<file path="config.mk">
export PLATFORM = sky130hd
export DESIGN_NAME = psram_wait_arb
export DESIGN_NICKNAME = d
export VERILOG_FILES = /design/src/rtl/psram_wait_pkg.sv /design/src/rtl/psram_row_edge.sv /design/src/rtl/psram_wait_seq.sv /design/src/rtl/psram_wait_drive.sv /design/src/rtl/psram_wait_arb.sv
export SDC_FILE = /design/constraint.sdc
export NUM_CORES = 1
export LEC_CHECK = 0
export BUFFER_PORTS_ARGS = -buffer_cell sky130_fd_sc_hd__buf_4
export CORE_MARGIN = 1.5
export CORE_UTILIZATION = 53
export CTS_CLUSTER_SIZE = 24
export DETAILED_ROUTE_END_ITERATION = 8
export MAX_ROUTING_LAYER = met4
export PLACE_DENSITY = 0.88
export SLEW_MARGIN = 30
export SYNTH_ARGS = -nofsm -noshare
export SYNTH_HDL_FRONTEND = slang
export SYNTH_SLANG_ARGS = --single-unit
</file>
<file path="constraint.sdc">
create_clock -name clk -period 2.5 [get_ports clk]
set_input_delay 0.375 -clock clk [delete_from_list [all_inputs] [get_ports clk]]
set_output_delay 0.375 -clock clk [all_outputs]
set_load 0.05 [all_outputs]
</file>
<file path="src/rtl/psram_wait_pkg.sv">
package psram_wait_pkg;

   typedef enum logic [1:0] {
      ST_IDLE = 2'd0,
      ST_REF  = 2'd1,
      ST_OPEN = 2'd2,
      ST_XFER = 2'd3
   } arb_state_t;

   function automatic int unsigned span_width(input int unsigned span);
      return (span < 2) ? 1 : $clog2(span + 1);
   endfunction

endpackage

</file>
<file path="src/rtl/psram_row_edge.sv">
module psram_row_edge #(
   parameter int unsigned ROW_WORDS = 128,
   parameter int unsigned COL_W     = 7
) (
   input  logic [COL_W-1:0] col_addr,
   output logic             at_last
);
   localparam int unsigned FULL_SPAN = 1 << COL_W;
   localparam logic [COL_W-1:0] LAST_COL = COL_W'(ROW_WORDS - 1);

   if (ROW_WORDS < 2) begin : g_bad_rows
      $error("psram_row_edge: ROW_WORDS must be at least 2");
   end
   if (FULL_SPAN < ROW_WORDS) begin : g_bad_width
      $error("psram_row_edge: COL_W too narrow for ROW_WORDS");
   end

   if (FULL_SPAN == ROW_WORDS) begin : g_all_ones
      // row fills the counter exactly: last column is all ones
      assign at_last = &col_addr;
   end else begin : g_compare
      assign at_last = (col_addr == LAST_COL);
   end

endmodule

</file>
<file path="src/rtl/psram_wait_seq.sv">
module psram_wait_seq
   import psram_wait_pkg::*;
#(
   parameter int unsigned ROW_OPEN_CYC = 3,
   parameter int unsigned REF_CYC      = 6
) (
   input  logic clk,
   input  logic rst_n,
   input  logic ce_n,
   input  logic burst_start,
   input  logic is_write,
   input  logic ref_req,
   input  logic at_last,
   output logic stall_cur,
   output logic stall_nxt,
   output logic ref_busy,
   output logic in_xfer,
   output logic dir_wr
);
   localparam int unsigned CNT_W = span_width(ROW_OPEN_CYC + REF_CYC);
   localparam logic [CNT_W-1:0] OPEN_LD  = CNT_W'(ROW_OPEN_CYC - 1);
   localparam logic [CNT_W-1:0] REF_LD   = CNT_W'(REF_CYC - 1);
   localparam logic [CNT_W-1:0] BOTH_LD  = CNT_W'(REF_CYC + ROW_OPEN_CYC - 1);
   localparam logic [CNT_W-1:0] OPEN_CNT = CNT_W'(ROW_OPEN_CYC);

   if (ROW_OPEN_CYC < 1) begin : g_bad_open
      $error("psram_wait_seq: ROW_OPEN_CYC must be at least 1");
   end
   if (REF_CYC < 1) begin : g_bad_ref
      $error("psram_wait_seq: REF_CYC must be at least 1");
   end

   arb_state_t       st_q, st_d;
   logic [CNT_W-1:0] cnt_q, cnt_d;
   logic             accp_q, accp_d;
   logic             refp_q, refp_d;
   logic             dir_q, dir_d;
   logic             start_ok;
   logic             ref_in_open;

   assign start_ok    = !ce_n && burst_start;
   assign ref_in_open = (st_q == ST_OPEN) && (cnt_q >= OPEN_CNT);

   always_comb begin
      st_d   = st_q;
      cnt_d  = cnt_q;
      accp_d = accp_q;
      refp_d = refp_q;
      dir_d  = dir_q;
      unique case (st_q)
         ST_IDLE: begin
            accp_d = 1'b0;
            refp_d = 1'b0;
            if (start_ok) dir_d = is_write;
            if (ref_req) begin
               st_d   = ST_REF;
               cnt_d  = REF_LD;
               accp_d = start_ok;
            end else if (start_ok) begin
               st_d  = ST_OPEN;
               cnt_d = OPEN_LD;
            end
         end
         ST_REF: begin
            if (ce_n) begin
               accp_d = 1'b0;
            end else if (burst_start && !accp_q) begin
               accp_d = 1'b1;
               dir_d  = is_write;
            end
            if (cnt_q == '0) begin
               if (accp_d) begin
                  st_d  = ST_OPEN;
                  cnt_d = OPEN_LD;
               end else begin
                  st_d = ST_IDLE;
               end
               accp_d = 1'b0;
            end else begin
               cnt_d = cnt_q - 1'b1;
            end
         end
         ST_OPEN: begin
            if (ce_n) begin
               refp_d = 1'b0;
               if (cnt_q > OPEN_CNT) begin
                  // finish the refresh already under way
                  st_d  = ST_REF;
                  cnt_d = cnt_q - OPEN_CNT - 1'b1;
               end else if (refp_q || ref_req) begin
                  st_d  = ST_REF;
                  cnt_d = REF_LD;
               end else begin
                  st_d = ST_IDLE;
               end
            end else begin
               if (ref_req && !ref_in_open) refp_d = 1'b1;
               if (cnt_q == '0) st_d = ST_XFER;
               else             cnt_d = cnt_q - 1'b1;
            end
         end
         ST_XFER: begin
            if (ce_n) begin
               refp_d = 1'b0;
               if (refp_q || ref_req) begin
                  st_d  = ST_REF;
                  cnt_d = REF_LD;
               end else begin
                  st_d = ST_IDLE;
               end
            end else if (at_last) begin
               st_d   = ST_OPEN;
               cnt_d  = (refp_q || ref_req) ? BOTH_LD : OPEN_LD;
               refp_d = 1'b0;
            end else if (ref_req) begin
               refp_d = 1'b1;
            end
         end
         default: st_d = ST_IDLE;
      endcase
   end

   always_ff @(posedge clk) begin
      if (!rst_n) begin
         st_q   <= ST_IDLE;
         cnt_q  <= '0;
         accp_q <= 1'b0;
         refp_q <= 1'b0;
         dir_q  <= 1'b0;
      end else begin
         st_q   <= st_d;
         cnt_q  <= cnt_d;
         accp_q <= accp_d;
         refp_q <= refp_d;
         dir_q  <= dir_d;
      end
   end

   assign stall_cur = (st_q == ST_OPEN) || ((st_q == ST_REF) && accp_q);
   assign stall_nxt = (st_d == ST_OPEN) || ((st_d == ST_REF) && accp_d);
   assign ref_busy  = (st_q == ST_REF) || ref_in_open;
   assign in_xfer   = (st_q == ST_XFER);
   assign dir_wr    = dir_q;

   // an accepted start from idle stalls on the next cycle
   p_start_stalls_r2: assert property (@(posedge clk) disable iff (!rst_n)
      (st_q == ST_IDLE && start_ok && !ref_req) |=> (stall_cur && !in_xfer));

   // the beat at the last column leads to a stall with no transfer
   p_cross_stalls_r6: assert property (@(posedge clk) disable iff (!rst_n)
      (in_xfer && !ce_n && at_last) |=> (stall_cur && !in_xfer));

   // after chip enable rises no access is in progress
   p_idle_after_ce_r10: assert property (@(posedge clk) disable iff (!rst_n)
      ce_n |=> (!stall_cur && !in_xfer));

endmodule

</file>
<file path="src/rtl/psram_wait_drive.sv">
module psram_wait_drive (
   input  logic ce_n,
   input  logic wait_lead,
   input  logic stall_cur,
   input  logic stall_nxt,
   input  logic in_xfer,
   input  logic dir_wr,
   output logic wait_o,
   output logic rd_valid,
   output logic wr_accept,
   output logic row_open
);
   logic stall_sel;

   // lead mode shows the stall the next edge will load
   assign stall_sel = wait_lead ? stall_nxt : stall_cur;
   assign wait_o    = !ce_n && stall_sel;
   assign rd_valid  = !ce_n && in_xfer && !dir_wr;
   assign wr_accept = !ce_n && in_xfer && dir_wr;
   assign row_open  = in_xfer;

endmodule

</file>
<file path="src/rtl/psram_wait_arb.sv">
module psram_wait_arb #(
   parameter int unsigned ROW_WORDS    = 128,
   parameter int unsigned COL_W        = 7,
   parameter int unsigned ROW_OPEN_CYC = 3,
   parameter int unsigned REF_CYC      = 6
) (
   input  logic             clk,
   input  logic             rst_n,
   input  logic             ce_n,
   input  logic             burst_start,
   input  logic             is_write,
   input  logic [COL_W-1:0] col_addr,
   input  logic             ref_req,
   input  logic             wait_lead,
   output logic             wait_o,
   output logic             ref_grant,
   output logic             rd_valid,
   output logic             wr_accept,
   output logic             row_open
);
   logic at_last;
   logic stall_cur;
   logic stall_nxt;
   logic ref_busy;
   logic in_xfer;
   logic dir_wr;

   psram_row_edge #(
      .ROW_WORDS (ROW_WORDS),
      .COL_W     (COL_W)
   ) u_edge (
      .col_addr (col_addr),
      .at_last  (at_last)
   );

   psram_wait_seq #(
      .ROW_OPEN_CYC (ROW_OPEN_CYC),
      .REF_CYC      (REF_CYC)
   ) u_seq (
      .clk         (clk),
      .rst_n       (rst_n),
      .ce_n        (ce_n),
      .burst_start (burst_start),
      .is_write    (is_write),
      .ref_req     (ref_req),
      .at_last     (at_last),
      .stall_cur   (stall_cur),
      .stall_nxt   (stall_nxt),
      .ref_busy    (ref_busy),
      .in_xfer     (in_xfer),
      .dir_wr      (dir_wr)
   );

   psram_wait_drive u_drive (
      .ce_n      (ce_n),
      .wait_lead (wait_lead),
      .stall_cur (stall_cur),
      .stall_nxt (stall_nxt),
      .in_xfer   (in_xfer),
      .dir_wr    (dir_wr),
      .wait_o    (wait_o),
      .rd_valid  (rd_valid),
      .wr_accept (wr_accept),
      .row_open  (row_open)
   );

   assign ref_grant = ref_busy;

   // refresh never shares a cycle with a data beat
   p_grant_no_beat_r8: assert property (@(posedge clk) disable iff (!rst_n)
      ref_grant |-> !(rd_valid || wr_accept));

   // at most one beat strobe per cycle
   p_one_strobe_r3: assert property (@(posedge clk) disable iff (!rst_n)
      $onehot0({rd_valid, wr_accept}));

   // in lead mode WAIT predicts the stall of the following cycle
   p_wait_leads_r9: assert property (@(posedge clk) disable iff (!rst_n)
      ($past(rst_n) && $past(wait_lead) && $past(!ce_n) && !ce_n)
         |-> ($past(wait_o) == stall_cur));

   // WAIT is inactive whenever chip enable is high
   p_wait_off_ce_r10: assert property (@(posedge clk) disable iff (!rst_n)
      ce_n |-> !wait_o);

endmodule

</file>
==> results of run 1 <==
==> routing by layer <==
metal | track usage [%] | vias up | wire length [um]
met5 | - | - | 0
met4 | 14.5 | 0 | 46
met3 | 5.42 | 7 | 188
met2 | 46.2 | 47 | 1320
met1 | 41.0 | 488 | 1120
li1 | - | 492 | -
==> worst min-delay path: stages <==
cell,delay (ns)
buf_4,0.08
mux2i_1,0.06
nor2_1,0.09
==> Yosys cell counts (all sizes together) (2+ instances only) <==
master / instances / area, um^2
dfxtp: 9 / 180
inv: 9 / 33.8
nand2: 9 / 33.8
nor3: 9 / 50.1
a21oi: 8 / 40.0
nor2: 8 / 30.0
buf: 7 / 38.8
a21o: 6 / 45.0
o21ai: 5 / 25.0
nor2b: 4 / 25.0
a211oi: 3 / 22.5
ha: 3 / 37.5
nand3: 3 / 15.0
o211ai: 3 / 27.5
a32o: 2 / 20.0
clkbuf: 2 / 7.51
mux2i: 2 / 20.0
o22ai: 2 / 12.5
==> report_power, final <==
group / leakage, uW / internal, uW / switching (uW) / total, uW
logic: 0.000410 / 201 / 243 / 444
clock network: 0.0000150 / 61.8 / 55.6 / 117
registers: 0.0000753 / 168 / 33.1 / 202
total: 0.000501 / 431 / 332 / 763
==> area by class of cell <==
cell class                 instances  area (um^2)  area share [%]
timing repair buffer              29          221            19.2
multi-input combinational         92          666            57.8
clock buffer                       4         26.3            2.28
sequential                         9          185            16.1
tap                               16         20.0            1.74
inverter                           9         33.8            2.93
==> cells by family (layout without fill, tap and decap cells) <==
| logic type | Yosys count | in the layout | synth area share (%) |
|---|---|---|---|
| flops | 9 | 9 | 20.4 |
| simple gates | 42 | 42 | 26.5 |
| compound gates | 44 | 44 | 36.6 |
| mux | 2 | 2 | 2.26 |
| xor+xnor | 1 | 1 | 0.990 |
| fa+ha+maj | 3 | 3 | 4.24 |
| buf+inv | 18 | 42 | 9.05 |
==> state kept, by name, summed over array words and instances, names as in the netlist <==
register      count
u_seq.refp_q      1
u_seq.cnt_q       4
u_seq.dir_wr      1
u_seq.accp_q      1
u_seq.st_q        2
==> repair_timing <==
action	CTS	global route
pin swaps	3	0
buffers inserted	3	0
gates resized for setup	11	1
gates cloned	0	0
setup endpoints to repair	1	1
==> through the flow <==
step	TNS, ns	cell area (um^2)	power (uW)
after floorplan	0	902	478
after global placement	0	1070	573
after detailed placement	0	1070	584
after CTS	0	1150	740
after global routing	-0.0694	1150	802
final	-0.0148	1150	763
==> how the worst max path moves through the flow <==
stage,startpoint,endpoint,depth (start not counted),slack [ns]
3_5_place_dp,u_seq.cnt_q[1],wait_o,8,0.03
4_1_cts,u_seq.st_q[0],wait_o,6,0.02
2_1_floorplan,u_seq.cnt_q[0],wait_o,7,0.04
6_report,u_seq.cnt_q[1],wait_o,8,-0.01
3_3_place_gp,u_seq.cnt_q[1],wait_o,8,0.15
5_1_grt,u_seq.cnt_q[1],wait_o,8,-0.07
==> cell usage in the layout (no fill, tap or decap), types with 4 or more instances in the layout <==
cell	n
a21oi_1	8
nand2_1	9
nor2_1	8
buf_4	28
o21ai_0	4
a21o_1	6
dfxtp_2	4
dfxtp_1	5
inv_1	7
nor2b_1	4
nor3_1	8
==> impl_metrics.toml, run 1 <==
[critical_path]
timing.rr.start = "u_seq.cnt_q[1]"
reg2reg_slack_ns = 0.53
crit_path_end_kind = "output port"
critPathKind = "flop to output port"
rr_worst_depth = 7
cp_data_required_time_ns = 2.12
path_cells = "inv_2 > ha_4 > nor3b_4 > nand2_1 > o22a_1 > or3_4 > a311oi_4 > buf_6"
path_max_fanout = 4
slowest_delay_ns = 0.34
cp_data_arrival_time_ns = 2.14
critical-path-top-delay-family = "simple AND/OR/NAND/NOR gates"
critPathLaunchType = "flop"
r2r-end = "u_seq.cnt_q[0]"
worst-path-buf-inv = 2
cp_slowest_cell = "or3_4"

[drt]
antenna_left = 0
drt_iter0_drc = 114
drc = 0
wl_um = 2670
via_per_inst = 6.50
vias = 1034
dr.pass1.iters = 4
routedWlPerCell_um = 16.8

[cells_and_area]
fillers = 124
layout-drive-gt1-share_pct = 32.2
final_cell_count_no_fill = 159
nNetsFinal = 161
fin_util_pct = 74.8
area_growth_syn_to_layout_pct = 30.3
diodes = 0

[yosys]
synth_ff_type = "dfxtp_1"
synth_edf_count = 0
synth_cell_types = 47
postSynthAreaPerCell_um2 = 7.43
ys_seq_area_share_pct = 20.4
synth_warnings = 0
synth_area_um2 = 885
synth_cells = 119
syn-num-nets = 136
synth_seq_cells = 9
async_flop_share_pct = 0

[sta]
hold_viol = 0
rsz0062_at_grt = "true"
period_share_pct = 101
clock_skew_ns = 0.00126
max_freq_mhz = 398
setup_viol = 1
holdWs_ns = 0.370
fin_ws_ns = -0.0148
maxSlewViolCount = 0
worst_slew_pin_slew_ns = 0.359
relSlewSlack_pct = 75.9
min_period_ns = 2.51

[clock_tree]
clk_pin_slew_ns = 0.06
cts_tree = "yes"
cts_root_buf = "clkbuf_4"
cts_buffers = 3
cts_hold_buf = 0
htree_levels = 1
clkLatencyLatePin_ns = 0.27
cts_buffer_depth = 2
clock_sinks = 9

[placed_design]
hpwlAfterDp_um = 1880
pre_cts_slack_ns = 0.0285
gp_congestion = 0.886
dp.cells = 152
io_buffers = 18

[min_path]
holdPathEnd = "u_seq.dir_wr"
whs_path_depth = 3
worst_hold_path_type = "primary input to flop"
min-delay-start = "is_write"

[floorplanning]
io_pins = 19
dieArea_um2 = 1920
die_h_um = 43.9
fp.coreArea_um2 = 1540
rows = 14
die_x_um = 43.9
start_util_pct = 57.4

[grt]
grt_pass1_vias = 957
gr-usage-all-layers_pct = 31.2
antenna_found_initial = 0
grt.overflow.total = 0
grt_start_max_net_pins = 19
grt_pass1_wl_um = 4280

[run]
timing.max_cap.violations = 0

[power_and_ir_drop]
ir_worst_vdd_v = 0.000437
p_leak_uw = 0.000501
cellPowerDensity_nw_per_um2 = 662

[status]
violations = "negative setup slack"
status = "finished, violations left"
No activity file was read; power rests on OpenSTA's default activity.
==> run 2, diff against run 1 <==
CORE_UTILIZATION = 56   (was 53)
CTS_BUF_LIST = sky130_fd_sc_hd__clkbuf_8   (was not set)
PLACE_DENSITY = 0.92   (was 0.88)
==> impl_metrics.toml, run 2 (synthesis results as in run 1) <==
[sta]
fin_ws_ns = -0.0212
min_period_ns = 2.52
worst_slew_pin_slew_ns = 0.386
period_share_pct = 101
max_freq_mhz = 397
relSlewSlack_pct = 74.1
rsz0062_at_grt = "true"
finalSetupTns_ns = -0.0212
hold_viol = 0
clock_skew_ns = 0.00315
maxSlewViolCount = 0
setup_viol = 1

[drt]
drc = 0
antenna_left = 0
dr.pass1.iters = 5
routedWlPerCell_um = 16.9
via_per_inst = 6.53
wl_um = 2770
vias = 1071
drt_iter0_drc = 98

[critical_path]
path_max_fanout = 4
cp_data_required_time_ns = 2.12
cp_data_arrival_time_ns = 2.15
critPathKind = "flop to output port"
crit_path_end_kind = "output port"
critPathLaunchType = "flop"

[cells_and_area]
regMostFlops = "u_seq.cnt_q"
layout-drive-gt1-share_pct = 34.5
fillers = 91
nNetsFinal = 166
final_common_cell = "buf_4"
fin_util_pct = 81.2
final_cell_mix = "33 x buf_4, 9 x nand2_1"
register_area_um2 = 185
multi_input_area_um2 = 666
largest_reg_flops = 4
diodes = 0
area_growth_syn_to_layout_pct = 36.6
reg.largest.list = "u_seq.cnt_q x4, u_seq.st_q x2"

[floorplanning]
io_pins = 19
die_h_um = 42.7
start_util_pct = 59.4
rows = 14
fp.coreArea_um2 = 1490
die_x_um = 42.7
dieArea_um2 = 1830

[placed_design]
io_buffers = 18
gp_congestion = 0.910
hpwlAfterDp_um = 1790

[power_and_ir_drop]
cellPowerDensity_nw_per_um2 = 694
p_int_uw = 496
ir_worst_vdd_v = 0.000431
clockPowerShare_pct = 19.8
sw_frac_of_total_pct = 40.8
power_frac_seq_pct = 24.4
p_leak_uw = 0.000536
switchingPower_uw = 342
combPwrFrac_pct = 55.8

[status]
status = "finished, violations left"
violations = "negative setup slack"

[clock_tree]
cts_tree = "yes"
htree_levels = 1
clk_pin_slew_ns = 0.05
clkLatencyLatePin_ns = 0.24
cts_buffer_depth = 2
cts_hold_buf = 0
clock_sinks = 9
cts_root_buf = "clkbuf_8"
cts_buffers = 3

[grt]
gr-usage-all-layers_pct = 32.3
antenna_found_initial = 0
grt_start_max_net_pins = 15
grt_pass1_vias = 1000
grt.overflow.total = 0
grt_pass1_wl_um = 4320

[run]
timing.max_cap.violations = 0

[min_path]
worst_hold_path_type = "primary input to flop"
-- run 2: cell types whose count changed in the layout (fill, tap and decap cells not counted), sizes merged --
cell	delta
inv	+1
clkbuf	-1
buf	+5
-- run 2: worst paths after layout --
check                  from             end  slack [ns]  cells after the start
min                is_write    u_seq.dir_wr        0.39                      3
max          u_seq.cnt_q[0]          wait_o       -0.02                      8
max reg2reg  u_seq.cnt_q[0]  u_seq.cnt_q[2]        0.45                      8
min reg2reg    u_seq.refp_q    u_seq.refp_q        0.49                      2
-- run 2: layout make-up --
class	count	share of cell area (%)
Sequential cell	9	15.3
Timing Repair Buffer	34	21.4
Inverter	9	2.80
Clock buffer	3	3.42
Tap cell	16	1.66
Clock inverter	1	0.311
Multi-Input combinational cell	92	55.1
-- run 2: power groups by stage --
| stage | Clock [uW] | Combinational, uW | Sequential (uW) |
|---|---|---|---|
| after floorplan | 0 | 294 | 184 |
| after global placement | 0 | 373 | 197 |
| after detailed placement | 0 | 383 | 198 |
| after CTS | 162 | 413 | 200 |
| after global routing | 173 | 497 | 208 |
| final | 166 | 468 | 204 |
-- run 2: routing by layer --
layer  part of all wire, %  up-vias  global-route usage (%)
li1                      -      501                       -
met1                    41      480                    39.6
met2                    45       74                    48.5
met3                   9.5       16                    5.53
met4                   4.4        0                    20.6
met5                     0        -                       -
-- run 2: critical path, cell delays in order, from the launching register on --
cell and delay [ns]:
dfxtp_2 0.31, inv_2 0.08, ha_4 0.14, nor3b_4 0.27, a21o_1 0.19, nor3_2 0.06
or3_4 0.40, a311oi_4 0.27, buf_6 0.19
-- run 2: repair_timing --
action                                  CTS  global route
setup buffers                             3             5
hold endpoints to repair                  0             0
gates resized for setup                   7             5
pin swaps                                 2             4
endpoints found under the setup margin    1             1
-- run 2: through the flow --
step	hold WS, ns	instance area (um^2)	std cells	setup slack [ns]	total power [uW]
after floorplan	0.448	902	119	0.0392	478
after global placement	0.477	1070	152	0.150	571
after detailed placement	0.486	1070	152	0.0620	581
after CTS	0.386	1160	159	0.00550	775
after global routing	0.432	1210	164	-0.0853	879
final	0.386	1210	164	-0.0212	839
